$ cat src/rtl/mdm_pkg.sv
package mdm_pkg;
  localparam int CTRL_W  = 5;
  localparam int LINES_W = 4;

  // nibble positions of the modem lines
  localparam int LN_CTS = 0;
  localparam int LN_DSR = 1;
  localparam int LN_RI  = 2;
  localparam int LN_DCD = 3;

  typedef struct packed {
    logic loop;
    logic out2;
    logic out1;
    logic rts;
    logic dtr;
  } ctrl_t;

  localparam ctrl_t CTRL_RST = '{loop: 1'b0, out2: 1'b1, out1: 1'b0, rts: 1'b0, dtr: 1'b0};
  localparam logic [LINES_W-1:0] LINES_RST = 4'b1011;

  // line nibble presented while looped back
  function automatic logic [LINES_W-1:0] loop_lines(input ctrl_t c);
    logic [LINES_W-1:0] n;
    n[LN_DCD] = c.out2;
    n[LN_RI]  = c.out1;
    n[LN_DSR] = c.dtr;
    n[LN_CTS] = c.rts;
    return n;
  endfunction
endpackage

$ cat src/rtl/mdm_ctrl_reg.sv
module mdm_ctrl_reg
  import mdm_pkg::*;
#(
  parameter int ADDR_W    = 2,
  parameter int CTRL_ADDR = 0
) (
  input  logic              clk,
  input  logic              rst,
  input  logic              wr_en,
  input  logic [ADDR_W-1:0] addr,
  input  logic [CTRL_W-1:0] wdata,
  output ctrl_t             ctrl_q,
  output logic              pin_dtr,
  output logic              pin_rts,
  output logic              pin_out1,
  output logic              pin_out2
);
  ctrl_t ctrl_nxt;
  logic  hit;

  assign hit = wr_en && (addr == ADDR_W'(CTRL_ADDR));

  always_comb begin
    ctrl_nxt = ctrl_q;
    if (hit) ctrl_nxt = ctrl_t'(wdata);
  end

  always_ff @(posedge clk) begin
    if (rst) begin
      ctrl_q   <= CTRL_RST;
      pin_dtr  <= CTRL_RST.dtr;
      pin_rts  <= CTRL_RST.rts;
      pin_out1 <= CTRL_RST.out1;
      pin_out2 <= CTRL_RST.out2;
    end else begin
      ctrl_q   <= ctrl_nxt;
      pin_dtr  <= ctrl_nxt.dtr  && !ctrl_nxt.loop;
      pin_rts  <= ctrl_nxt.rts  && !ctrl_nxt.loop;
      pin_out1 <= ctrl_nxt.out1 && !ctrl_nxt.loop;
      pin_out2 <= ctrl_nxt.out2 && !ctrl_nxt.loop;
    end
  end
endmodule

$ cat src/rtl/mdm_status_track.sv
module mdm_status_track
  import mdm_pkg::*;
(
  input  logic               clk,
  input  logic               rst,
  input  logic               freeze,
  input  logic               clr,
  input  logic [LINES_W-1:0] lines,
  output logic [LINES_W-1:0] state_q,
  output logic [LINES_W-1:0] delta_q,
  output logic [LINES_W-1:0] delta_nxt
);
  logic [LINES_W-1:0] chg;
  logic [LINES_W-1:0] hit;
  logic [LINES_W-1:0] state_nxt;

  assign chg = lines ^ state_q;

  for (genvar i = 0; i < LINES_W; i++) begin : g_flag
    if (i == LN_RI) begin : g_trail
      assign hit[i] = chg[i] && state_q[i];
    end else begin : g_any
      assign hit[i] = chg[i];
    end
  end

  always_comb begin
    if (freeze) begin
      state_nxt = state_q;
      delta_nxt = delta_q;
    end else begin
      state_nxt = lines;
      delta_nxt = (clr ? '0 : delta_q) | hit;
    end
  end

  always_ff @(posedge clk) begin
    if (rst) begin
      state_q <= LINES_RST;
      delta_q <= '0;
    end else begin
      state_q <= state_nxt;
      delta_q <= delta_nxt;
    end
  end
endmodule

$ cat src/rtl/mdm_read_port.sv
module mdm_read_port
  import mdm_pkg::*;
#(
  parameter int ADDR_W    = 2,
  parameter int DATA_W    = 8,
  parameter int CTRL_ADDR = 0,
  parameter int STAT_ADDR = 1
) (
  input  logic               clk,
  input  logic               rst,
  input  logic               rd_en,
  input  logic [ADDR_W-1:0]  addr,
  input  ctrl_t              ctrl_q,
  input  logic [LINES_W-1:0] state_q,
  input  logic [LINES_W-1:0] delta_q,
  output logic [DATA_W-1:0]  rd_data
);
  logic [DATA_W-1:0] mux;

  always_comb begin
    mux = '0;
    if (addr == ADDR_W'(CTRL_ADDR)) begin
      mux = DATA_W'(ctrl_q);
    end else if (addr == ADDR_W'(STAT_ADDR)) begin
      if (ctrl_q.loop) mux = DATA_W'({loop_lines(ctrl_q), {LINES_W{1'b0}}});
      else             mux = DATA_W'({state_q, delta_q});
    end
  end

  always_ff @(posedge clk) begin
    if (rst)        rd_data <= '0;
    else if (rd_en) rd_data <= mux;
  end
endmodule

$ cat src/rtl/modem_line_unit.sv
module modem_line_unit
  import mdm_pkg::*;
#(
  parameter int ADDR_W    = 2,
  parameter int DATA_W    = 8,
  parameter int CTRL_ADDR = 0,
  parameter int STAT_ADDR = 1
) (
  input  logic              clk,
  input  logic              rst,
  input  logic              reg_wr,
  input  logic              reg_rd,
  input  logic [ADDR_W-1:0] reg_addr,
  input  logic [DATA_W-1:0] wr_data,
  output logic [DATA_W-1:0] rd_data,
  input  logic              msi_en,
  input  logic              line_cts,
  input  logic              line_dsr,
  input  logic              line_ri,
  input  logic              line_dcd,
  output logic              pin_dtr,
  output logic              pin_rts,
  output logic              pin_out1,
  output logic              pin_out2,
  output logic              irq
);
  ctrl_t              ctrl_q;
  logic [LINES_W-1:0] lines;
  logic [LINES_W-1:0] state_q;
  logic [LINES_W-1:0] delta_q;
  logic [LINES_W-1:0] delta_nxt;
  logic               stat_rd;
  logic               unused_wr_hi;

  assign unused_wr_hi = ^wr_data[DATA_W-1:CTRL_W];

  always_comb begin
    lines         = '0;
    lines[LN_CTS] = line_cts;
    lines[LN_DSR] = line_dsr;
    lines[LN_RI]  = line_ri;
    lines[LN_DCD] = line_dcd;
  end

  assign stat_rd = reg_rd && (reg_addr == ADDR_W'(STAT_ADDR));

  mdm_ctrl_reg #(.ADDR_W(ADDR_W), .CTRL_ADDR(CTRL_ADDR)) u_ctrl (
    .clk(clk), .rst(rst), .wr_en(reg_wr), .addr(reg_addr),
    .wdata(wr_data[CTRL_W-1:0]), .ctrl_q(ctrl_q),
    .pin_dtr(pin_dtr), .pin_rts(pin_rts), .pin_out1(pin_out1), .pin_out2(pin_out2)
  );

  mdm_status_track u_stat (
    .clk(clk), .rst(rst), .freeze(ctrl_q.loop), .clr(stat_rd),
    .lines(lines), .state_q(state_q), .delta_q(delta_q), .delta_nxt(delta_nxt)
  );

  mdm_read_port #(.ADDR_W(ADDR_W), .DATA_W(DATA_W), .CTRL_ADDR(CTRL_ADDR),
                  .STAT_ADDR(STAT_ADDR)) u_rd (
    .clk(clk), .rst(rst), .rd_en(reg_rd), .addr(reg_addr), .ctrl_q(ctrl_q),
    .state_q(state_q), .delta_q(delta_q), .rd_data(rd_data)
  );

  always_ff @(posedge clk) begin
    if (rst) irq <= 1'b0;
    else     irq <= msi_en && (delta_nxt != '0);
  end
endmodule

$ cat config.mk
export PLATFORM = sky130hd
export DESIGN_NAME = modem_line_unit
export DESIGN_NICKNAME = d
export VERILOG_FILES = /design/src/rtl/mdm_pkg.sv /design/src/rtl/mdm_ctrl_reg.sv /design/src/rtl/mdm_status_track.sv /design/src/rtl/mdm_read_port.sv /design/src/rtl/modem_line_unit.sv
export SDC_FILE = /design/constraint.sdc
export NUM_CORES = 1
export LEC_CHECK = 0
export ABC_CLOCK_PERIOD_IN_PS = 1650
export CAP_MARGIN = 15
export CORE_MARGIN = 1
export CORE_UTILIZATION = 45
export CTS_CLUSTER_SIZE = 16
export DETAILED_ROUTE_END_ITERATION = 8
export DONT_BUFFER_PORTS = 1
export PLACE_DENSITY = 0.64
export RECOVER_POWER = 50
export SLEW_MARGIN = 10
export SYNTH_ARGS = -nofsm -noshare
export SYNTH_HDL_FRONTEND = slang
export SYNTH_SLANG_ARGS = --single-unit
$ cat constraint.sdc
create_clock -name clk -period 1.65 [get_ports clk]
set_clock_uncertainty 0.1 [all_clocks]
set_input_delay 0.165 -clock clk [delete_from_list [all_inputs] [get_ports clk]]
set_output_delay 0.165 -clock clk [all_outputs]
set_load 0.03 [all_outputs]
==> metrics.md, run 1 <==
| Metric | Value |
|---|---|
| Fraction of the cycle the final worst path needs | `0.9657` |
| Hpwl dp | `1626 µm` |
| Grt ovf | `0` |
| # rows | `17` |
| Maximum vdd drop | `0.6213 mV` |
| Initial DRT Pass Iterations | `4` |
| Die footprint | `2674 µm²` |
| PD cells | `943.7 nW/µm²` |
| CP max stage delay | `0.55 ns` |
| Mapped Area | `1112 µm²` |
| Final worst setup slack | `0.05663 ns` |
| M3 GR Usage | `0.04386` |
| Finished Cell Area | `1371 µm²` |
| Flop2flop setup slack | `0.06 ns` |
| Crit Path Class | `register to register` |
| Reg2reg end | `u_rd.rd_data[1]` |
| Clock Path Buffers | `2` |
| Clock Pin Slew Worst Setup and Hold Paths | `0.15 ns` |
| EDFF count, synth | `0` |
| # fillers | `209` |
| Routability cong. | `0.8102` |
| Worst r2r path cells | `4` |
| Die Y | `51.72 µm` |
| First-pass GRT wire length | `3939 µm` |
| Final count of hold timing violations | `0` |
| H-tree lvl count | `1` |
| Slew of the pin with the lowest slew margin | `0.7498 ns` |
| Worst min path class | `input pin to register` |
| I/O Buffers | `0` |
| DR vias | `929` |
| Max-Cap Viols | `0` |
| Syn Nets | `136` |
| ANT cells | `0` |
| Status | `finished, final reports clean` |
| Synthesis Warnings | `0` |
| # IOs | `32` |
| WP data required | `1.83 ns` |
| DRC viols | `0` |
| GRT Max-Usage Layer | `met2` |
| Vias in the first global route | `861` |
| Initial Util | `0.4887` |
| Post-Syn Instances | `117` |
| Iter 0 DRT Violations | `15` |
| Root buffer cell | `clkbuf_4` |
| Leak Pwr | `0.0005058 µW` |
| Std-Cell Core Area | `2276 µm²` |
| GR Util met1 | `0.2678` |
| Hold_ws | `0.01256 ns` |
| Die width | `51.72 µm` |
| CP Capture Type | `register` |
| CP max stage cell | `dlygate4sd3_1` |
| Area Overhead vs Synth | `23.28%` |
| #FFs+latches synth | `26` |
| Last element of the critical path | `u_rd.rd_data[1]` |
| Post-synth cell types | `28` |
| Mean Syn Cell Area | `9.507 µm²` |
| Worst skew pair latency | `0.33 ns` |
| Met2 Track Usage GR | `0.3117` |
| Ys async rst share | `0` |
| Initial antenna violation count | `0` |
| Largest net degree at the start of global routing | `22` |
| Share of layout cells above drive strength 1 | `0.1377` |
| Startpoint types | `register` |
| Area of the multi-input gates | `545.5 µm²` |
| Pre-CTS WS | `0.3510 ns` |
| Final Slew Violations | `0` |
| Minimum clock period | `1.593 ns` |
| Placed Area | `1150 µm²` |
| CTS tree | `done` |
| Total global routing track utilization | `0.2072` |
| Worst slew margin | `0.5002` |
| Ys flop type | `dfxtp_1` |
| Arrival time at the worst endpoint | `1.77 ns` |
| Register area share after synthesis | `0.4679` |
| Setup violators final | `0` |
| ANT nets after route | `0` |
| Clk sinks | `26` |
| CTS buffer count | `3` |
| DRT Wirelength | `2543 µm` |
| Via density per instance | `5.596` |
| Worst-path fanout max | `5` |
| Total negative slack | `0 ns` |
| Worst path cell trace | `and4bb_2, nand2_1, a21oi_1, dlygate4sd3_1` |
| Nets | `158` |
| Fmax | `0.6276 GHz` |
| Storage cell area | `521.8 µm²` |
| Crit path launch | `u_ctrl.ctrl_q[4]` |
| Reg2reg start | `u_ctrl.ctrl_q[4]` |
| WL per Instance | `15.32 µm` |
-- cells by family after synthesis --
logic type | after synthesis | synth area share
and+or+nand+nor | 43 | 0.2160
DFF | 26 | 0.4679
AOI/OAI and AO/OA | 24 | 0.1395
muxes | 12 | 0.1114
buffers and inverters | 9 | 0.04162
xor gates and xnor gates | 3 | 0.02363
-- routing by layer --
| metal | share of wire | vias to the layer above |
|---|---|---|
| li1 | - | 456 |
| met1 | 0.46 | 442 |
| met2 | 0.47 | 25 |
| met3 | 0.046 | 6 |
| met4 | 0.020 | 0 |
| met5 | 0 | - |
-- sequential cells by signal (all words and copies together) (netlist names) --
name             flops
irq                  1
u_ctrl.ctrl_q        5
u_ctrl.pin_dtr       1
u_ctrl.pin_out1      1
u_ctrl.pin_out2      1
u_ctrl.pin_rts       1
u_rd.rd_data         8
u_stat.delta_q       4
u_stat.state_q       4
-- worst min path at each step --
| stage | startpoint | endpoint | slack (ns) | cells past startpoint |
|---|---|---|---|---|
| after global placement | rst | u_rd.rd_data[5] | 0.14 | 1 |
| after global routing | reg_addr[1] | u_rd.rd_data[4] | 0.002 | 2 |
| final | reg_addr[1] | u_rd.rd_data[4] | 0.01 | 2 |
| after floorplan | line_cts | u_stat.state_q[0] | 0.19 | 2 |
| after CTS | reg_addr[1] | u_rd.rd_data[4] | 0.006 | 2 |
| after detailed placement | rst | u_rd.rd_data[6] | 0.14 | 1 |
-- synth_stat cells, drive strengths merged, types with 2 or more instances --
cell,n,area share
a2bb2oi,3,0.024
mux2,3,0.030
buf,3,0.021
nor3b,4,0.031
nor2b,5,0.028
nand2,8,0.027
a31oi,5,0.028
clkbuf,3,0.010
inv,3,0.010
nand2b,3,0.017
or3b,2,0.016
xnor2,3,0.024
nand3,6,0.027
mux2i,9,0.081
nor2,11,0.037
dfxtp,26,0.47
a21oi,12,0.054
-- area by class of cell --
class | count | area share
clock buffer | 3 | 0.01642
clock inverter | 1 | 0.02190
inverter | 3 | 0.008212
multi-input combinational | 82 | 0.3978
sequential | 26 | 0.3805
tap | 28 | 0.02555
timing repair buffer | 23 | 0.1496
-- through the flow --
step | instances | power [µW] | utilization
finish | 166 | 1294 | 0.6025
global route | 166 | 1348 | 0.6025
CTS | 163 | 1297 | 0.5943
detailed placement | 144 | 818.7 | 0.5052
global placement | 144 | 815.9 | 0.5052
floorplan | 117 | 803.9 | -
-- report_power, final --
part / leakage (µW) / switching [µW] / internal, µW
clock network: 0.0000279 / 196 / 246
logic: 0.000264 / 68.0 / 81.5
registers: 0.000214 / 43.9 / 658
total: 0.000506 / 308 / 986
-- critical path, delay by kind of cell, from the launching register on --
kind,cells,cell delay [ns]
and+or+nand+nor,2,0.42
buffers and inverters,1,0.55
AOI/OAI and AO/OA,1,0.11
DFF,1,0.36
-- what timing repair did --
action,in CTS,in global routing
hold buffers,15,0
endpoints found under the hold margin,26,0
resized for setup,0,4
buffers inserted,0,3
setup endpoints to repair,0,2
-- cell usage in the layout (no fill, tap or decap), types with 2 or more instances in the layout --
| cell | count |
|---|---|
| dfxtp_1 | 25 |
| dlygate4sd3_1 | 14 |
| a21oi_1 | 12 |
| nor2_1 | 11 |
| mux2i_1 | 9 |
| nand2_1 | 8 |
| nand3_1 | 6 |
| buf_4 | 6 |
| nor2b_1 | 5 |
| a31oi_1 | 5 |
| inv_1 | 3 |
| nand2b_1 | 3 |
| mux2_2 | 3 |
| xnor2_1 | 3 |
| a2bb2oi_1 | 3 |
| nor3b_1 | 3 |
| clkbuf_4 | 3 |
| or3b_2 | 2 |
| clkbuf_1 | 2 |
No activity file was read; power rests on OpenSTA's default activity.
==> run 2: changes to the inputs <==
--- a/config.mk
+++ b/config.mk
@@ -5,6 +5,7 @@
 export SDC_FILE = /design/constraint.sdc
 export NUM_CORES = 1
 export LEC_CHECK = 0
+export ABC_AREA = 1
 export ABC_CLOCK_PERIOD_IN_PS = 1650
 export CAP_MARGIN = 15
 export CORE_MARGIN = 1
==> metrics.md, run 2 <==
| Metric | Value |
|---|---|
| Final count of hold timing violations | `0` |
| Clock power frac | `0.234` |
| Share of layout cells above drive strength 1 | `0.09494` |
| Hpwl dp | `1595 µm` |
| Die footprint | `2652 µm²` |
| Ys flop type | `dfxtp_1` |
| # fillers | `216` |
| Most instantiated cells after synthesis | `42 x nand2_1, 26 x dfxtp_1, 12 x a21oi_1, 12 x inv_1, 10 x nand3_1` |
| Status | `finished, final reports clean` |
| Setup Buffers After CTS | `0` |
| Area Overhead vs Synth | `15.66%` |
| Net Sw Frac | `0.2805` |
| Largest net degree at the start of global routing | `14` |
| Most frequent cells in the layout | `42 x nand2_1, 26 x dfxtp_1, 14 x dlygate4sd3_1` |
| CP Capture Type | `register` |
| Total negative slack | `0 ns` |
| Worst-path fanout max | `10` |
| Grt ovf | `0` |
| Setup violators final | `0` |
| Mean Syn Cell Area | `7.602 µm²` |
| Std-Cell Core Area | `2255 µm²` |
| Via density per instance | `5.188` |
| Mapped Area | `1102 µm²` |
| WP data required | `1.77 ns` |
| Fraction of the cycle the final worst path needs | `0.9291` |
| EDFF count, synth | `0` |
| CP max stage delay | `0.77 ns` |
| Post-synth top area cell | `dfxtp_1` |
| Nets | `179` |
| Post-synth cell types | `24` |
| Storage cell area | `520.5 µm²` |
| CTS buffer count | `3` |
| Syn Nets | `164` |
| Initial Util | `0.4889` |
| P_int | `815.8 µW` |
| Slew of the pin with the lowest slew margin | `0.4362 ns` |
| I/O Buffers | `0` |
| Area of the multi-input gates | `488.0 µm²` |
| Top-count cell post-synth | `nand2_1` |
| Finished Cell Area | `1275 µm²` |
| Worst slew margin | `0.7089` |
| Ys async rst share | `0` |
| Crit path buf inv count | `2` |
| Crit Path Class | `input pin to register` |
| Die Y | `51.50 µm` |
| First-pass GRT wire length | `3898 µm` |
| Max-Cap Viols | `0` |
| Max FFs per register | `8` |
| DR vias | `965` |
| ANT cells | `0` |
| Arrival time at the worst endpoint | `1.65 ns` |
| CTS tree | `done` |
| Worst skew pair latency | `0.31 ns` |
| Clk sinks | `26` |
| Register area share after synthesis | `0.4722` |
| Worst min path class | `input pin to register` |
| Biggest register | `u_rd.rd_data` |
| Largest registers | `u_rd.rd_data x8, u_ctrl.ctrl_q x5` |
| Top post-synthesis cells by area | `dfxtp_1 47%, nand2_1 14%, a21oi_1 5.4%, nand3_1 4.5%, inv_1 4.1%` |
| Clock Path Buffers | `2` |
| Top delay family on crit path | `buffers and inverters` |
| Total power | `1134 µW` |
| DRC viols | `0` |
| Commonest non-fill, non-tap cell in the layout | `nand2_1` |
| CP max stage cell | `dlygate4sd3_1` |
| H-tree lvl count | `1` |
| # IOs | `32` |
| RSZ-0062 raised after global routing | `no` |
| # rows | `17` |
| Fmax | `0.6523 GHz` |
| P_sw | `318.1 µW` |
| Maximum vdd drop | `0.5877 mV` |
| DRT Wirelength | `2273 µm` |
| Routability cong. | `0.7646` |
| Root buffer cell | `clkbuf_4` |
| Iter 0 DRT Violations | `13` |
| Synth top area share | `0.4722` |
| #FFs+latches synth | `26` |
| WL per Instance | `12.22 µm` |
| Startpoint types | `input pin` |
| Final Slew Violations | `0` |
| Fraction of power consumed by sequential logic | `0.634` |
| PD cells | `889.3 nW/µm²` |
| Post-Syn Instances | `145` |
| Synthesis Warnings | `0` |
| Vias in the first global route | `934` |
| Die width | `51.50 µm` |
| Placed Area | `1112 µm²` |
| Clock Pin Slew Worst Setup and Hold Paths | `0.13 ns` |
| Minimum clock period | `1.533 ns` |
| Initial DRT Pass Iterations | `4` |
| Total global routing track utilization | `0.1974` |
| Worst path cell trace | `dlygate4sd3_1, inv_2, nor2_1, nand2_2, nand2_1, nand2_1, nor2_1, a21oi_1` |
| Leak Pwr | `0.0005747 µW` |
| ANT nets after route | `0` |
| Combinational share of power | `0.133` |
| Initial antenna violation count | `0` |
==> run 2: what timing repair did <==
item                      in CTS  in global routing
hold buffers                  14                  0
hold endpoints to repair      25                  0
gates resized for setup        0                  0
==> run 2: cell type report <==
type,instances,share of cell area
tap,28,0.02748
timing repair buffer,15,0.1158
inverter,15,0.04809
clock buffer,3,0.01766
multi-input combinational,99,0.3827
sequential,26,0.4082
==> run 2: power by group through the flow <==
stage | Combinational, µW | Clock (µW) | Sequential, µW
2_1_floorplan | 106 | 0 | 726
3_3_place_gp | 112 | 0 | 731
3_5_place_dp | 114 | 0 | 732
4_1_cts | 151 | 273 | 718
5_1_grt | 172 | 297 | 723
6_report | 151 | 265 | 718
==> run 2: logic make-up (layout without fill, tap and decap cells) <==
kind of cell           count (synthesis)  in the layout  synth area share
and+or+nand+nor                       71             71            0.2906
DFF                                   26             26            0.4722
buffers and inverters                 20             33           0.08513
AOI/OAI and AO/OA                     28             28            0.1521
==> run 2: through the flow <==
step	setup WS, ns	hold slack [ns]	std cells	util
2_1_floorplan	0.5517	0.1782	145	-
3_3_place_gp	0.3586	0.1367	169	0.4933
3_5_place_dp	0.3202	0.1375	169	0.4933
4_1_cts	0.1438	0.01178	186	0.5655
5_1_grt	0.02008	0.03351	186	0.5655
6_report	0.1169	0.02078	186	0.5655
==> run 2: layer usage <==
layer | global-route usage | part of all wire | vias to the layer above
li1 | - | - | 493
met1 | 0.2409 | 0.46 | 444
met2 | 0.3247 | 0.48 | 24
met3 | 0.04678 | 0.048 | 4
met4 | 0.09459 | 0.013 | 0
met5 | 0 | 0 | -
==> run 2: tightest hold or removal path: cells and delay by family <==
family / cells / cell delay (ns)
AO/OA/AOI/OAI: 1 / 0.08
AND/OR/NAND/NOR: 2 / 0.16
==> run 2: final timing paths <==
kind                     startpoint          endpoint  slack, ns  cells past startpoint
setup reg to reg   u_ctrl.ctrl_q[4]               irq       0.27                      5
hold reg to reg   u_stat.delta_q[3]   u_rd.rd_data[3]       0.39                      2
setup / recovery             reg_rd               irq       0.12                      8
hold / removal               reg_wr  u_ctrl.ctrl_q[0]       0.02                      3
